--- src/rtl/ruu_queue.sv ---
module ruu_queue #(
  parameter int DEPTH   = 8,
  parameter int REG_W   = 5,
  parameter int SEQ_W   = 6,
  parameter int TAG_W   = 4,
  parameter int ISSUE_W = 2,
  localparam int IW = $clog2(DEPTH),
  localparam int CW = $clog2(DEPTH + 1)
) (
  input  logic                     clk,
  input  logic                     rst_n,
  input  logic                     disp_valid,
  input  logic [3*REG_W-1:0]       disp_src,
  input  logic [2:0]               disp_src_rdy,
  input  logic [REG_W-1:0]         disp_dst0,
  input  logic [REG_W-1:0]         disp_dst1,
  input  logic                     disp_ea,
  output logic                     disp_ready,
  output logic [IW-1:0]            disp_slot,
  output logic [SEQ_W-1:0]         disp_seq,
  input  logic                     wb_valid,
  input  logic [IW-1:0]            wb_slot,
  input  logic [TAG_W-1:0]         wb_tag,
  input  logic [REG_W-1:0]         wb_dst,
  output logic [ISSUE_W-1:0]       iss_valid,
  output logic [ISSUE_W*IW-1:0]    iss_slot,
  output logic [ISSUE_W*TAG_W-1:0] iss_tag,
  output logic [ISSUE_W*SEQ_W-1:0] iss_seq,
  output logic                     ret_valid,
  output logic [REG_W-1:0]         ret_dst0,
  output logic [REG_W-1:0]         ret_dst1,
  output logic [SEQ_W-1:0]         ret_seq,
  output logic                     ea_wake,
  output logic [SEQ_W-1:0]         ea_wake_seq,
  input  logic                     squash_valid,
  input  logic [SEQ_W-1:0]         squash_seq
);
  localparam logic [REG_W-1:0] NONE = {REG_W{1'b1}};

  logic [IW-1:0]    head_q, tail_q;
  logic [CW-1:0]    cnt_q;
  logic [SEQ_W-1:0] nseq_q;

  logic [DEPTH-1:0]                  vld_q, queued_q, issued_q, done_q, ea_q;
  logic [DEPTH-1:0][2:0]             rdy_q;
  logic [DEPTH-1:0][2:0][REG_W-1:0]  src_q;
  logic [DEPTH-1:0][REG_W-1:0]       dst0_q, dst1_q;
  logic [DEPTH-1:0][SEQ_W-1:0]       seq_q;
  logic [DEPTH-1:0][TAG_W-1:0]       tag_q;

  logic [DEPTH-1:0]      vld_n, queued_n, issued_n, done_n, kill, alloc, iss_mask;
  logic [DEPTH-1:0][2:0] rdy_n;

  logic wb_hit, wake, disp_go, sq_go;
  logic [SEQ_W-1:0] sq_off;

  assign disp_ready  = cnt_q != CW'(DEPTH);
  assign disp_slot   = tail_q;
  assign disp_seq    = nseq_q;
  assign disp_go     = disp_valid && disp_ready && !squash_valid;
  assign wb_hit      = wb_valid && vld_q[wb_slot] && issued_q[wb_slot] && (tag_q[wb_slot] == wb_tag);
  assign wake        = wb_hit && (wb_dst != NONE);
  assign ea_wake     = wb_hit && ea_q[wb_slot];
  assign ea_wake_seq = seq_q[wb_slot];
  assign ret_valid   = (cnt_q != '0) && done_q[head_q];
  assign ret_dst0    = dst0_q[head_q];
  assign ret_dst1    = dst1_q[head_q];
  assign ret_seq     = seq_q[head_q];
  assign sq_off      = squash_seq - seq_q[head_q];
  assign sq_go       = squash_valid && (cnt_q != '0) && (32'(sq_off) < 32'(cnt_q));

  always_comb begin
    int n;
    logic [IW-1:0] idx;
    n = 0;
    iss_valid = '0;
    iss_slot  = '0;
    iss_tag   = '0;
    iss_seq   = '0;
    iss_mask  = '0;
    for (int k = 0; k < DEPTH; k++) begin
      idx = head_q + IW'(k);
      if (n < ISSUE_W && vld_q[idx] && queued_q[idx]) begin
        iss_valid[n]               = 1'b1;
        iss_slot[n*IW +: IW]       = idx;
        iss_tag[n*TAG_W +: TAG_W]  = tag_q[idx];
        iss_seq[n*SEQ_W +: SEQ_W]  = seq_q[idx];
        iss_mask[idx]              = 1'b1;
        n++;
      end
    end
  end

  always_comb begin
    logic [IW-1:0] rel;
    for (int i = 0; i < DEPTH; i++) begin
      rel      = IW'(i) - head_q;
      kill[i]  = sq_go && vld_q[i] && (32'(rel) > 32'(sq_off));
      alloc[i] = disp_go && (tail_q == IW'(i));
      if (alloc[i]) begin
        vld_n[i]    = 1'b1;
        issued_n[i] = 1'b0;
        done_n[i]   = 1'b0;
        for (int j = 0; j < 3; j++) begin
          rdy_n[i][j] = disp_src_rdy[j] || (disp_src[j*REG_W +: REG_W] == NONE) ||
                        (wake && disp_src[j*REG_W +: REG_W] == wb_dst);
        end
      end else begin
        vld_n[i]    = vld_q[i] && !kill[i] && !(ret_valid && head_q == IW'(i));
        issued_n[i] = issued_q[i] || iss_mask[i];
        done_n[i]   = done_q[i] || (wb_hit && wb_slot == IW'(i));
        for (int j = 0; j < 3; j++) begin
          rdy_n[i][j] = rdy_q[i][j] || (wake && src_q[i][j] == wb_dst);
        end
      end
      queued_n[i] = vld_n[i] && (&rdy_n[i]) && !issued_n[i];
    end
  end

  always_ff @(posedge clk) begin
    if (!rst_n) begin
      head_q   <= '0;
      tail_q   <= '0;
      cnt_q    <= '0;
      nseq_q   <= '0;
      vld_q    <= '0;
      queued_q <= '0;
      issued_q <= '0;
      done_q   <= '0;
      rdy_q    <= '0;
      tag_q    <= '0;
    end else begin
      head_q   <= head_q + IW'(ret_valid);
      cnt_q    <= (sq_go ? CW'(sq_off) + CW'(1) : cnt_q) - CW'(ret_valid) + CW'(disp_go);
      tail_q   <= sq_go ? IW'(head_q + IW'(sq_off) + IW'(1)) : tail_q + IW'(disp_go);
      nseq_q   <= sq_go ? squash_seq + SEQ_W'(1) : nseq_q + SEQ_W'(disp_go);
      vld_q    <= vld_n;
      queued_q <= queued_n;
      issued_q <= issued_n;
      done_q   <= done_n;
      rdy_q    <= rdy_n;
      for (int i = 0; i < DEPTH; i++) begin
        if (kill[i]) tag_q[i] <= tag_q[i] + TAG_W'(1);
      end
    end
  end

  always_ff @(posedge clk) begin
    for (int i = 0; i < DEPTH; i++) begin
      if (alloc[i]) begin
        for (int j = 0; j < 3; j++) src_q[i][j] <= disp_src[j*REG_W +: REG_W];
        dst0_q[i] <= disp_dst0;
        dst1_q[i] <= disp_dst1;
        seq_q[i]  <= nseq_q;
        ea_q[i]   <= disp_ea;
      end
    end
  end
endmodule


--- config.mk ---
export PLATFORM = sky130hd
export DESIGN_NAME = ruu_queue
export DESIGN_NICKNAME = d
export VERILOG_FILES = /design/src/rtl/ruu_queue.sv
export SDC_FILE = /design/constraint.sdc
export NUM_CORES = 1
export LEC_CHECK = 0
export BUFFER_PORTS_ARGS = -buffer_cell sky130_fd_sc_hd__buf_2
export CORE_ASPECT_RATIO = 1.2
export CORE_MARGIN = 2
export CORE_UTILIZATION = 55
export CTS_CLUSTER_SIZE = 24
export DETAILED_ROUTE_END_ITERATION = 10
export HOLD_SLACK_MARGIN = 0.1
export PLACE_DENSITY = 0.84
export SYNTH_ARGS = -nofsm -noshare
export SYNTH_HDL_FRONTEND = slang
export SYNTH_SLANG_ARGS = --single-unit
--- constraint.sdc ---
create_clock -name clk -period 18.25 [get_ports clk]
set_clock_uncertainty 0.05 [all_clocks]
set_input_delay 0.9125 -clock clk [delete_from_list [all_inputs] [get_ports clk]]
set_output_delay 0.9125 -clock clk [all_outputs]
set_load 0.02 [all_outputs]
==> results of run 1 <==
==> layer usage <==
metal	vias to the layer above	track usage, %	routed length [µm]	part of all wire [%]
met5	-	0	51	0.058
met4	8	20.7	5920	6.7
met2	1404	59.0	42400	48
met3	306	5.93	7800	8.8
met1	11000	43.1	32000	36
li1	9873	-	-	-
==> path summary, 6_finish.rpt <==
check / to / slack, ns / cells past startpoint
max: iss_seq[6] / 2.05 / 49
min: done_q[4] / 0.46 / 2
max reg2reg: queued_q[1] / 5.70 / 40
min reg2reg: done_q[4] / 0.46 / 2
==> stage by stage <==
| step | worst slack (ns) | power (mW) | instances | util [%] |
|---|---|---|---|---|
| after floorplan | 4.45 | 1.09 | 2616 | - |
| after global placement | 3.22 | 1.15 | 3239 | 58.1 |
| after detailed placement | 2.91 | 1.17 | 3239 | 58.1 |
| after CTS | 2.33 | 1.84 | 3301 | 60.4 |
| after global routing | 1.14 | 1.89 | 3301 | 60.4 |
| final | 2.05 | 1.84 | 3303 | 60.4 |
==> registers in the layout (all words and copies together) (netlist names), 4 cells and up <==
| name | count |
|---|---|
| disp_seq | 6 |
| seq_q | 48 |
| cnt_q | 4 |
| done_q | 8 |
| src_q | 120 |
| dst1_q | 40 |
| issued_q | 8 |
| dst0_q | 40 |
| vld_q | 8 |
| queued_q | 8 |
| rdy_q | 24 |
| ea_q | 8 |
| tag_q | 32 |
==> layout make-up <==
cell class                 count  area share, %
antenna                        2         0.0176
timing repair buffer         149           2.94
multi-input combinational   2020           55.0
sequential                   360           34.4
inverter                      87           1.16
clock inverter                15          0.278
clock buffer                  47           3.43
tap                          623           2.75
==> where the power goes <==
group	leakage, nW	switching (mW)	internal, mW
sequential	3.12	0.0200	0.903
combinational	7.00	0.152	0.0835
clock	0.518	0.307	0.376
total	10.6	0.479	1.36
==> worst max-delay path: cells and delay by family (launching register included) <==
kind | cells | cell delay, ns
buf+inv | 8 | 2.08
fa+ha+maj | 10 | 4.07
simple gates | 13 | 3.92
flops | 1 | 0.90
compound gates | 18 | 3.65
==> cell usage in the layout (no fill, tap or decap), types with 16 or more instances in the layout <==
cell	netlist	routed
inv_1	70	70
a21oi_1	157	157
a31oi_1	29	29
mux4_2	129	129
and2_1	52	52
a311oi_1	22	22
o211ai_1	22	22
nor2b_1	18	18
xor2_1	145	145
a21o_1	21	21
o22ai_1	19	19
nand4_1	29	29
nor2_1	208	203
nand3_1	82	82
mux2i_1	96	96
or3_1	16	16
nand2_1	294	294
a211oi_1	19	19
nor3_1	84	83
ha_1	124	123
xnor2_1	68	68
o21ai_0	102	102
buf_2	3	113
clkbuf_16	0	37
buf_4	1	36
dfxtp_1	104	101
edfxtp_1	256	256
mux2_2	33	33
==> cell families (layout without fill, tap and decap cells) <==
| group | after synthesis | in the layout | share of synthesized area (%) |
|---|---|---|---|
| buffers and inverters | 236 | 298 | 3.50 |
| and+or+nand+nor | 891 | 891 | 16.2 |
| xor gates and xnor gates | 216 | 216 | 7.38 |
| AOI/OAI and AO/OA | 518 | 518 | 13.0 |
| other | 2 | 6 | 0.0286 |
| adders and majority gates | 131 | 131 | 6.41 |
| DFF | 360 | 360 | 37.2 |
| muxes | 260 | 260 | 16.2 |
==> reports/metrics.yaml, run 1 <==
power:
  ir_worst_vdd_mv: 0.111
  p_leak_nw: 10.6
  powerDensity_nw_per_um2: 64.9
worst_hold_path:
  hold_path.startpoint: "done_q[4]"
  min_path_type: "flip-flop to flip-flop"
drt:
  drt_pass1_iterations: 8
  ant_nets: 0
  vias_per_cell: 6.84
  detail_route.wl_per_cell_um: 26.7
  vias: 22600
  wl_um: 88200
  drtIter0Drc: 2504
  remaining_drc_errors: 0
sta:
  fin_crit_sh_pct: 88.8
  slew_headroom_pct: 0.178
  period_needed_ns: 16.20
  finalSetupTns_ns: 0
  maxSlewViolCount: 0
  fmax_mhz: 61.7
  worst_pin_slew_ns: 1.50
  setup_viol: 0
  hold_viol: 0
  rsz0062_at_grt: "no"
  fin_hold_ws_ns: 0.457
floorplan:
  die_w_um: 203
  ioPinCount: 114
  rows: 87
  core_region_area_um2: 47000
  initial_utilization_pct: 55.8
  die_area_um2: 49500
  die_h_um: 243
synthesis:
  synthTopCellsByArea: "edfxtp_1 (29%), mux4_2 (11%), dfxtp_1 (7.9%)"
  synth_warnings: 0
  synth_most_common_cell: "nand2_1"
  synth_area_leader_cell: "edfxtp_1"
  yosys_most_used_dff: "edfxtp_1"
  synth_top_area_share_pct: 29.3
  ys_seq_elements: 360
  netlist-cell-type-count: 105
  ys_async_sr_fraction_pct: 0
  yosys-top-cells-count: "nand2_1 (294), edfxtp_1 (256), nor2_1 (208)"
  synthesis.area_um2: 26300
  seq_area_frac_synth_pct: 37.2
  synth_cells: 2614
  syn_area_per_cell_um2: 10.0
  synth_edf_count: 256
place:
  place_area_um2: 27300
  place.port_buffers: 113
  place.gp.congestion: 1.06
  hpwl_um: 63500
worst_setup_path:
  cp-start-kind: "flip-flop"
  cp_slowest_stage_delay_ns: 0.90
  crit_arrival_ns: 15.24
  critical_path_required_ns: 17.29
  cp-end-kind: "output pin"
  cp_max_fo: 56
  cpMostUsedCell: "ha_1"
  crit_start: "head_q[0]"
  r2r-start: "head_q[0]"
  critPathSlowestCell: "dfxtp_4"
  critPathKind: "flip-flop to output pin"
clock_tree:
  cts_setup_buffers: 0
  cts-buffers-inserted: 34
  postCtsResizedCells: 0
  ctsHoldBuffers: 0
  cts_tree: "yes"
  htree_levels: 2
  cts_root_buffer: "clkbuf_16"
  insertion_delay_ns: 0.55
  clkSinkCount: 360
  clk_pin_slew_ns: 0.06
  cts_buffer_depth: 3
global_routing:
  grt_max_degree: 63
  grt-ovfl-total: 0
  track_usage_pct: 35.3
  grt_pass1_vias: 22200
  grt_pass1_wl_um: 134000
  antenna_found_initial: 5
layout:
  final_area_um2: 28400
  nets: 2834
  multi_input_area_um2: 15600
  n_fill_cell: 3710
  syn_to_final_growth_pct: 8.17
  drive_above_1_share_pct: 15.5
  seqCellArea_um2: 9780
job:
  cap_violations: 0
outcome:
  status: "complete, no violations"
No activity file was read; power rests on OpenSTA's default activity.
==> run 2: changes to the inputs <==
- clock period: 18.25 -> 19.33 ns (I/O delays scaled with it)
==> reports/metrics.yaml, run 2 (same netlist as run 1, synthesis figures left out) <==
place:
  place_area_um2: 27300
  dp_slack_ns: 3.81
  hpwl_um: 64300
  place.port_buffers: 113
  place.gp.congestion: 1.04
  place_inst: 3240
clock_tree:
  clk_pin_slew_ns: 0.07
  insertion_delay_ns: 0.55
  cts_root_buffer: "clkbuf_16"
  clkSinkCount: 360
  postCtsResizedCells: 0
  cts_buffer_depth: 3
  cts_tree: "yes"
  ctsHoldBuffers: 0
  cts-buffers-inserted: 34
  cts_setup_buffers: 0
  htree_levels: 2
drt:
  vias_per_cell: 6.90
  vias: 22800
  remaining_drc_errors: 0
  ant_nets: 0
  drt_pass1_iterations: 9
  detail_route.wl_per_cell_um: 27.7
  wl_um: 91500
  drtIter0Drc: 2439
worst_setup_path:
  cp-end-kind: "output pin"
  cp-start-kind: "flip-flop"
  crit_start: "head_q[0]"
  crit_arrival_ns: 15.34
  cp_slowest_stage_delay_ns: 0.92
  critPathKind: "flip-flop to output pin"
  critical_path_required_ns: 18.31
  cpMostUsedCell: "ha_1"
  critPathSlowestCell: "ha_2"
  r2r-start: "head_q[0]"
  cp_max_fo: 44
sta:
  fin_crit_sh_pct: 84.6
  fmax_mhz: 61.2
  setup_viol: 0
  slew_headroom_pct: 10.7
  finalSetupTns_ns: 0
  worst_pin_slew_ns: 1.34
  maxSlewViolCount: 0
  hold_viol: 0
  fin_hold_ws_ns: 0.480
  rsz0062_at_grt: "no"
  fin_ws_ns: 2.98
  period_needed_ns: 16.35
layout:
  reg.largest.list: "src_q x120, seq_q x48"
  largest_register: "src_q"
  n_fill_cell: 3723
  nets: 2836
  antenna_cells: 0
  drive_above_1_share_pct: 15.7
  final_area_um2: 28500
  final_common_cell: "nand2_1"
  layout_common_cells: "nand2_1 (294), edfxtp_1 (256), nor2_1 (203), a21oi_1 (157), xor2_1 (145)"
  syn_to_final_growth_pct: 8.66
  final_cells: 3303
  final_util_pct: 60.7
  largest_reg_flops: 120
floorplan:
  die_w_um: 203
  rows: 87
  die_area_um2: 49500
  core_region_area_um2: 47000
  die_h_um: 243
  initial_utilization_pct: 55.8
  ioPinCount: 114
worst_hold_path:
  hold_path.startpoint: "done_q[6]"
  min_path_type: "flip-flop to flip-flop"
power:
  power_frac_clock_pct: 39.4
  pwr-share-comb_pct: 12.5
  finalPower_mw: 1.81
  internal_power_mw: 1.35
  p_leak_nw: 10.7
  ir_worst_vdd_mv: 0.111
  pwr-share-seq_pct: 48.1
  swShare_pct: 25.8
  netSwitchingPower_mw: 0.469
  powerDensity_nw_per_um2: 63.6
outcome:
  status: "complete, no violations"
global_routing:
  grt-ovfl-total: 0
  grt_pass1_wl_um: 139000
  grt_pass1_vias: 22700
  antenna_found_initial: 0
  grt_max_degree: 68
  track_usage_pct: 36.9
job:
  cap_violations: 0
[run 2: power groups by stage]
| stage | Clock, mW | Combinational, mW | Sequential (mW) |
|---|---|---|---|
| floorplan | 0 | 0.139 | 0.885 |
| global placement | 0 | 0.206 | 0.885 |
| detailed placement | 0 | 0.216 | 0.887 |
| global route | 0.743 | 0.243 | 0.874 |
| finish | 0.716 | 0.227 | 0.872 |
| CTS | 0.717 | 0.222 | 0.871 |
[run 2: critical path: cells and delay by family, from the launching register on]
kind	cells	cell delay, ns
adder cells (fa/ha/maj)	10	4.22
AO/OA/AOI/OAI	18	4.16
AND/OR/NAND/NOR	13	3.44
buffers and inverters	8	2.10
flip-flops	1	0.80
[run 2: area by class of cell]
cell class                 instances  area [µm²]  area share [%]
tap                              623         779            2.73
clock buffer                      45         942            3.30
clock inverter                    17         233           0.816
timing repair buffer             151         848            2.97
inverter                          87         329            1.15
multi-input combinational       2020       15600            54.7
sequential                       360        9780            34.3
[run 2: path summary, 6_finish.rpt]
| check | end | slack [ns] | cells after the start |
|---|---|---|---|
| hold reg to reg | done_q[6] | 0.48 | 2 |
| setup reg to reg | queued_q[5] | 6.70 | 41 |
| setup / recovery | iss_seq[9] | 2.98 | 49 |
| hold / removal | done_q[6] | 0.48 | 2 |
[run 2: per-layer routing]
metal  share of wire, %  track usage (%)  routed length [µm]
met5                  0                0                   0
met4                7.5             23.1                6840
met3                9.0             5.93                8210
met2                 48             61.5               43900
met1                 36             44.6               32600
